### src/rtl/vic32_core.sv
module vic32_core #(
  parameter int N_IRQ    = 32,
  parameter int PRIO_W   = 2,
  parameter int ADDR_W   = 12,
  parameter int VEC_W    = 9,
  parameter int VEC_BASE = 16
) (
  input  logic              clk,
  input  logic              rst_n,
  input  logic [31:0]       irq_in,
  input  logic              reg_we,
  input  logic [ADDR_W-1:0] reg_addr,
  input  logic [31:0]       reg_wdata,
  output logic [31:0]       reg_rdata,
  input  logic              ack_valid,
  input  logic [VEC_W-1:0]  ack_vec,
  output logic [VEC_W-1:0]  top_vec,
  output logic              top_any
);
  localparam int IDX_W = $clog2(N_IRQ);
  localparam int WORDS = N_IRQ / 4;
  localparam int WI_W  = ADDR_W - 2;
  localparam logic [ADDR_W-1:0] A_SETEN = ADDR_W'(12'h100);
  localparam logic [ADDR_W-1:0] A_CLREN = ADDR_W'(12'h180);
  localparam logic [ADDR_W-1:0] A_SETP  = ADDR_W'(12'h200);
  localparam logic [ADDR_W-1:0] A_CLRP  = ADDR_W'(12'h280);
  localparam logic [ADDR_W-1:0] A_PRIO  = ADDR_W'(12'h400);

  logic [N_IRQ-1:0]  en_q, pend_q, irq_q;
  logic [PRIO_W-1:0] prio_q [N_IRQ];

  logic [N_IRQ-1:0] wmask, rise, ack_mask, set_mask, clr_mask, cand;
  logic [WI_W-1:0]  word_idx;
  logic             prio_sel;

  assign wmask    = reg_wdata[N_IRQ-1:0];
  assign rise     = irq_in[N_IRQ-1:0] & ~irq_q;
  assign word_idx = reg_addr[ADDR_W-1:2] - A_PRIO[ADDR_W-1:2];
  assign prio_sel = (reg_addr >= A_PRIO) && (word_idx < WI_W'(WORDS)) && (reg_addr[1:0] == 2'b00);

  always_comb begin
    ack_mask = '0;
    for (int i = 0; i < N_IRQ; i++)
      ack_mask[i] = ack_valid && (ack_vec == VEC_W'(i + VEC_BASE));
  end

  assign set_mask = rise | ((reg_we && reg_addr == A_SETP) ? wmask : '0);
  assign clr_mask = ack_mask | ((reg_we && reg_addr == A_CLRP) ? wmask : '0);
  assign cand     = pend_q & en_q;

  always_ff @(posedge clk or negedge rst_n) begin
    if (!rst_n) begin
      en_q   <= '0;
      pend_q <= '0;
      irq_q  <= '0;
    end else begin
      irq_q  <= irq_in[N_IRQ-1:0];
      pend_q <= (pend_q & ~clr_mask) | set_mask;
      if (reg_we && reg_addr == A_SETEN) en_q <= en_q | wmask;
      if (reg_we && reg_addr == A_CLREN) en_q <= en_q & ~wmask;
    end
  end

  for (genvar g = 0; g < N_IRQ; g++) begin : g_prio
    always_ff @(posedge clk or negedge rst_n) begin
      if (!rst_n)
        prio_q[g] <= '0;
      else if (reg_we && prio_sel && word_idx == WI_W'(g / 4))
        prio_q[g] <= reg_wdata[8*(g%4)+7 -: PRIO_W];
    end
  end

  always_comb begin
    reg_rdata = '0;
    if (reg_addr == A_SETEN || reg_addr == A_CLREN)
      reg_rdata[N_IRQ-1:0] = en_q;
    else if (reg_addr == A_SETP || reg_addr == A_CLRP)
      reg_rdata[N_IRQ-1:0] = pend_q;
    else if (prio_sel)
      for (int i = 0; i < N_IRQ; i++)
        if (word_idx == WI_W'(i / 4))
          reg_rdata[8*(i%4)+7 -: PRIO_W] = prio_q[i];
  end

  logic [IDX_W-1:0]  best_idx;
  logic [PRIO_W-1:0] best_p;
  logic              found;

  always_comb begin
    best_idx = '0;
    best_p   = '1;
    found    = 1'b0;
    for (int i = N_IRQ - 1; i >= 0; i--)
      if (cand[i] && (!found || prio_q[i] <= best_p)) begin
        found    = 1'b1;
        best_p   = prio_q[i];
        best_idx = IDX_W'(i);
      end
  end

  assign top_any = found;
  assign top_vec = found ? VEC_W'(best_idx) + VEC_W'(VEC_BASE) : '0;

  AST_SETEN_STICKS: assert property (@(posedge clk) disable iff (!rst_n)
    (reg_we && reg_addr == A_SETEN) |=> ((en_q & $past(wmask)) == $past(wmask)));
  AST_CLREN_DROPS: assert property (@(posedge clk) disable iff (!rst_n)
    (reg_we && reg_addr == A_CLREN) |=> ((en_q & $past(wmask)) == '0));
  AST_CLRP_DROPS: assert property (@(posedge clk) disable iff (!rst_n)
    (reg_we && reg_addr == A_CLRP && (rise & wmask) == '0) |=> ((pend_q & $past(wmask)) == '0));
  AST_WINNER_LIVE: assert property (@(posedge clk) disable iff (!rst_n)
    top_any |-> (cand[IDX_W'(top_vec - VEC_W'(VEC_BASE))] && top_vec >= VEC_W'(VEC_BASE)));
  AST_EDGE_SETS: assert property (@(posedge clk) disable iff (!rst_n)
    (|rise) |=> ((pend_q & $past(rise)) == $past(rise)));
  AST_ACK_CLEARS: assert property (@(posedge clk) disable iff (!rst_n)
    (ack_valid && top_any && ack_vec == top_vec && !(reg_we && reg_addr == A_SETP) && rise == '0)
    |=> !pend_q[$past(best_idx)]);
endmodule

### config.mk
export PLATFORM = sky130hd
export DESIGN_NAME = vic32_core
export DESIGN_NICKNAME = d
export VERILOG_FILES = /design/src/rtl/vic32_core.sv
export SDC_FILE = /design/constraint.sdc
export NUM_CORES = 1
export LEC_CHECK = 0
export BUFFER_PORTS_ARGS = -buffer_cell sky130_fd_sc_hd__clkbuf_2
export CORE_UTILIZATION = 42
export DETAILED_ROUTE_END_ITERATION = 7
export PLACE_DENSITY = 0.71
export SYNTH_ARGS = -nofsm -noshare
export SYNTH_HDL_FRONTEND = slang
export SYNTH_SLANG_ARGS = --single-unit
export TNS_END_PERCENT = 10
### constraint.sdc
create_clock -name clk -period 42.2 [get_ports clk]
set_input_delay 4.22 -clock clk [delete_from_list [all_inputs] [get_ports clk]]
set_output_delay 4.22 -clock clk [all_outputs]
set_load 0.01 [all_outputs]
* Yosys cells after proc, flatten, opt, wreduce, memory -nomap -nowiden
Cells that the tools add are included.
** Word-level totals
- Register bits :: 160
- Output and inout port bits :: 42
** Cells by class
- Add/sub/neg operators :: 2
- Magnitude comparators :: 33
- Equal/unequal tests :: 43
- Muxes and demuxes :: 145
- Bitwise logic cells :: 11
- Reductions and logical operators :: 145
** Operators with widths (number)
- 2-to-1 mux 32 bit :: 5
- 2-to-1 mux 5 bit :: 32
- equality test 9 x 5 -> 1 bit (second input constant) :: 16
- equality test 9 x 6 -> 1 bit (second input constant) :: 16
- 2-to-1 mux 2 bit :: 71
- AND 32 bit :: 4
- OR 32 bit :: 4
- inverter 32 bit :: 3
- logical AND 1 bit :: 78
- <= comparator 2 bit :: 31
- equality test 10 x 3 -> 1 bit (second input constant) :: 4
- logical OR 1 bit :: 33
- 2-to-1 mux 1 bit :: 32
- logical NOT 1 bit :: 31
- 2-to-1 mux 6 bit :: 5
- equality test 12 x 10 -> 1 bit (second input constant) :: 2
- equality test 12 x 9 -> 1 bit (second input constant) :: 2
- equality test 10 x 2 -> 1 bit (second input constant) :: 2
- >= comparator 12 x 11 -> 1 bit (second input constant) :: 1
- equality test 10 x 1 -> 1 bit (second input constant) :: 1
- logical NOT 10 bit :: 1
- less-than comparator 10 x 4 -> 1 bit (second input constant) :: 1
- subtractor 10 x 9 -> 10 bit (second input constant) :: 1
- adder 5 x 5 -> 6 bit (second input constant) :: 1
- other kinds (2) :: 2

* Longest topological paths before layout
- Word-level depth :: 128
- Depth in mapped cells :: 218
- Gate-level depth less buffers :: 216

* Worst setup path before layout
Ideal clock, no wire load.
- Path type :: register to output
- Start point :: register pend_q[31]
- End point :: output top_vec[2]
- Arrival :: 37.436 ns
- Data required time :: 37.980 ns
- Setup slack :: 0.544 ns
- Cell stages (with the launch flop) :: 201
- Cells stage by stage :: dfrtp_1 nand2_1 or2_2 ha_1 nand2b_1 a221oi_1 nor3_1 or2_2 ha_1 nor2b_1 o211ai_1 and3_1 o21a_1 ha_1 nand2b_1 a221o_1 nand3_1 o311ai_0 [165 not listed] a221oi_1 or2_1 buf_6 mux2_2 o41ai_1 ha_1 a21oi_1 a21oi_1 nand2_1 nand3_1 mux2_2 o31ai_1 ha_1 nor2b_1 o21ai_0 a31oi_1 nand2_1 a311oi_1
** On the way
- Word-level cells in the longest chain between the ends :: 128
- Elaborated cells between the ends (all ways) :: 222
- Those cells by class :: add/sub (1); order compare (31); mux (96); bitwise (1); reduce/logical (93)
** Ends and longest elaborated chain
- from (decl) :: line 29 : logic [N_IRQ-1:0] en_q, pend_q, irq_q;
- from (signal assigned) :: line 58 : pend_q <= (pend_q & ~clr_mask) | set_mask;
- AND 32 bit * :: line 49 : assign cand = pend_q & en_q;
- 2-to-1 mux 2 bit or 2-to-1 mux 1 bit (tied branches) :: line 94 : if (cand[i] && (!found || prio_q[i] <= best_p)) begin
- <= comparator 2 bit or logical NOT 1 bit (tied branches) :: line 94
- logical OR 1 bit :: line 94
- logical AND 1 bit :: line 94
- 2-to-1 mux 2 bit or 2-to-1 mux 1 bit (tied branches) :: line 94
- <= comparator 2 bit or logical NOT 1 bit (tied branches) :: line 94
- logical OR 1 bit :: line 94
- [112 not listed]
- logical AND 1 bit :: line 94
- 2-to-1 mux 2 bit or 2-to-1 mux 1 bit (tied branches) :: line 94
- <= comparator 2 bit or logical NOT 1 bit (tied branches) :: line 94
- logical OR 1 bit :: line 94
- logical AND 1 bit :: line 94
- 2-to-1 mux 5 bit :: line 94
- adder 5 x 5 -> 6 bit :: line 102 : assign top_vec = found ? VEC_W'(best_idx) + VEC_W'(VEC_BASE) : '0;
- 2-to-1 mux 6 bit * :: line 102
- to (decl) :: line 17 : output logic [VEC_W-1:0] top_vec,
Mark *: on every way between the ends. The rest lies on a longest branch, timed or not.

==> metrics.csv <==
metric,value,unit
crit_required,37.98,ns
place_congestion,0.9736,
setup_viol,0,
min_path_cells,1,
rr_worst_depth,2,
vias,11080,
cap_violations,0,
drv_slew,0,
antenna_found_initial,1,
finalClockSkew,0.006751,ns
core_area,0.02518,mm²
cts.htree.levels,4,
start_util,42.86,%
hold_viol_final,0,
avgRoutedWirePerCell,21.54,µm
placed_area,0.01213,mm²
post_drt_via_cell_ratio,6.133,
fin_crit_sh,99.33,%
timing.rr.start,pend_q[28]$_DFF_PN0_,
ys.warnings.count,0,
hold_path_end,pend_q[23]$_DFF_PN0_,
clock_latency,0.44,ns
critPathMostFrequentCell,ha_1,
synthFlopType,dfrtp_1,
r2r-end,pend_q[28]$_DFF_PN0_,
synth-seq-cells,160,
fin_nets,1614,
max_slew_margin,10.51,%
finalWirelength,38910,µm
synthCells,1230,
min_path_type,reg2reg,
first_pass_iters,5,
syn_area_per_cell,8.774,µm²
tns,0,ns
n_antenna_cell,0,
grt_pass1_wl,55390,µm
die-area,0.02634,mm²
synth_commonest_cells,"nand2_1 (219), dfrtp_1 (160), o21ai_0 (104)",
remaining_drc_errors,0,
crit_fanout,7,
grt_max_degree,83,
root_buffer,clkbuf_16,
syn_area,0.01079,mm²
power.leakage,0.006462,µW
die_w,162.3,µm
gr-total-overflow,0,
synth-edff-count,0,
areaGrowthSynthToFinish,35.10,%
fmax,23.86,MHz
ys_seq_area_share,37.10,%
cts_made_buffers,17,
path_clk_slew,0.07,ns
design_area,0.01458,mm²
drt_iter0_markers,1145,
period_minus_slack,41.92,ns
end_kind,output port,
cts_tree,done,
arrival,37.70,ns
cts.sink_count,160,
portBuffers,127,
yosys.area.top_type_share,37.10,%
tightest_slew,1.342,ns
path_class,reg2out,
ir_drop,0.03236,mV
rows,58,
reg2reg_slack,41.20,ns
synth_area_leaders,"dfrtp_1 (37%), nand2_1 (7.6%), ha_1 (7.2%)",
clock_path_buffers,2,
yosysTopAreaCell,dfrtp_1,
grt_use_total,27.48,%
status,finished clean,
grt_pass1_vias,10230,
slowest_stage,a221o_2,
hold_ws,0.4722,ns
place_hpwl,27070,µm
ios,131,
holdCritStartpoint,irq_q[23]$_DFF_PN0_,
postRouteAntennaNets,0,
drive_gt1_share,38.08,%
yosysMostFrequentCell,nand2_1,
slowest_delay,0.44,ns
async_flop_share,100.0,%
start_kind,flip-flop,
power,363.2,µW
power_density,24.91,mW/mm²
yosysUniqueCellTypes,90,
fp.dieH,162.3,µm
fill_cells,2100,
-- cell usage in the layout (no fill, tap or decap), types with 9 or more instances in the layout --
cell / n
a21oi_1: 17
a21oi_2: 17
a221o_1: 11
a221oi_1: 9
a22o_1: 24
a22oi_1: 13
and2_1: 9
buf_4: 129
buf_6: 12
clkbuf_16: 17
clkbuf_2: 124
dfrtp_1: 160
ha_1: 41
ha_4: 18
inv_1: 84
mux2_2: 45
mux2_4: 11
mux2i_1: 10
nand2_1: 210
nand2b_1: 10
nand3_1: 19
nand4_1: 9
nor2_1: 47
nor2_2: 9
nor2b_4: 16
o211ai_1: 30
o21ai_0: 77
o21ai_2: 19
o221ai_1: 33
o311ai_0: 10
-- critical path: cells and delay by family, from the launching register on --
kind	cells	cell delay, ns
multiplexers	10	3.15
AND/OR/NAND/NOR	66	9.03
flip-flops	1	0.38
buffers and inverters	14	1.86
adder cells (fa/ha/maj)	31	8.24
AO/OA/AOI/OAI	87	14.55
-- metal layers --
metal	track usage [%]	vias to the layer above	part of all wire, %
li1	-	4989	-
met1	36.04	5397	40
met2	43.12	576	47
met3	4.928	114	7.9
met4	14.58	0	4.9
met5	0	-	0
-- per-stage QoR --
| step | util [%] | setup slack (ns) | instances |
|---|---|---|---|
| global placement | 48.17 | -0.01020 | 1701 |
| finish | 57.90 | 0.2834 | 1806 |
| CTS | 51.45 | 0.0007425 | 1750 |
| floorplan | - | 0.5438 | 1232 |
| global route | 57.90 | -1.224 | 1806 |
| detailed placement | 48.17 | -1.182 | 1701 |
-- repair_timing --
action                     CTS  global route
hold buffers                 0             0
buffers inserted            17            60
resized for setup           27           252
pin swaps                   14           131
setup endpoints to repair    6             6
-- how the worst max path moves through the flow --
stage | from | cells past startpoint | end
6_report | flip-flop | 208 | top_vec[2]
5_1_grt | pend_q[31]$_DFF_PN0_ | 211 | top_vec[2]
4_1_cts | pend_q[31]$_DFF_PN0_ | 204 | top_vec[0]
3_5_place_dp | pend_q[31]$_DFF_PN0_ | 201 | top_vec[3]
3_3_place_gp | prio_q[0]$_DFFE_PN0P_ | 199 | top_vec[2]
2_1_floorplan | pend_q[31]$_DFF_PN0_ | 200 | top_vec[2]
-- report_power, final --
| group | internal, µW | leakage (µW) | total (µW) | switching [µW] |
|---|---|---|---|---|
| clock | 81.6 | 0.000296 | 159 | 77.3 |
| combinational | 20.6 | 0.00430 | 48.4 | 27.9 |
| sequential | 155 | 0.00187 | 156 | 0.837 |
| total | 257 | 0.00646 | 363 | 106 |
-- logic make-up after synthesis --
group	count (synthesis)	share of synthesized area [%]
mux	70	7.212
fa+ha+maj	62	7.188
compound gates	372	24.89
simple gates	421	18.23
other cells	1	0.03475
flops	160	37.10
buf+inv	144	5.345
-- area by class of cell --
type,count,area (µm²),share of cell area (%)
Multi-Input combinational cell,928,7490,51.37
Sequential cell,160,4004,27.46
Inverter,89,334.1,2.291
Clock inverter,14,165.2,1.133
Tap cell,330,412.9,2.832
Clock buffer,18,439.2,3.012
Timing Repair Buffer,267,1734,11.89
Note: power is estimated with default switching activity, not from simulation.
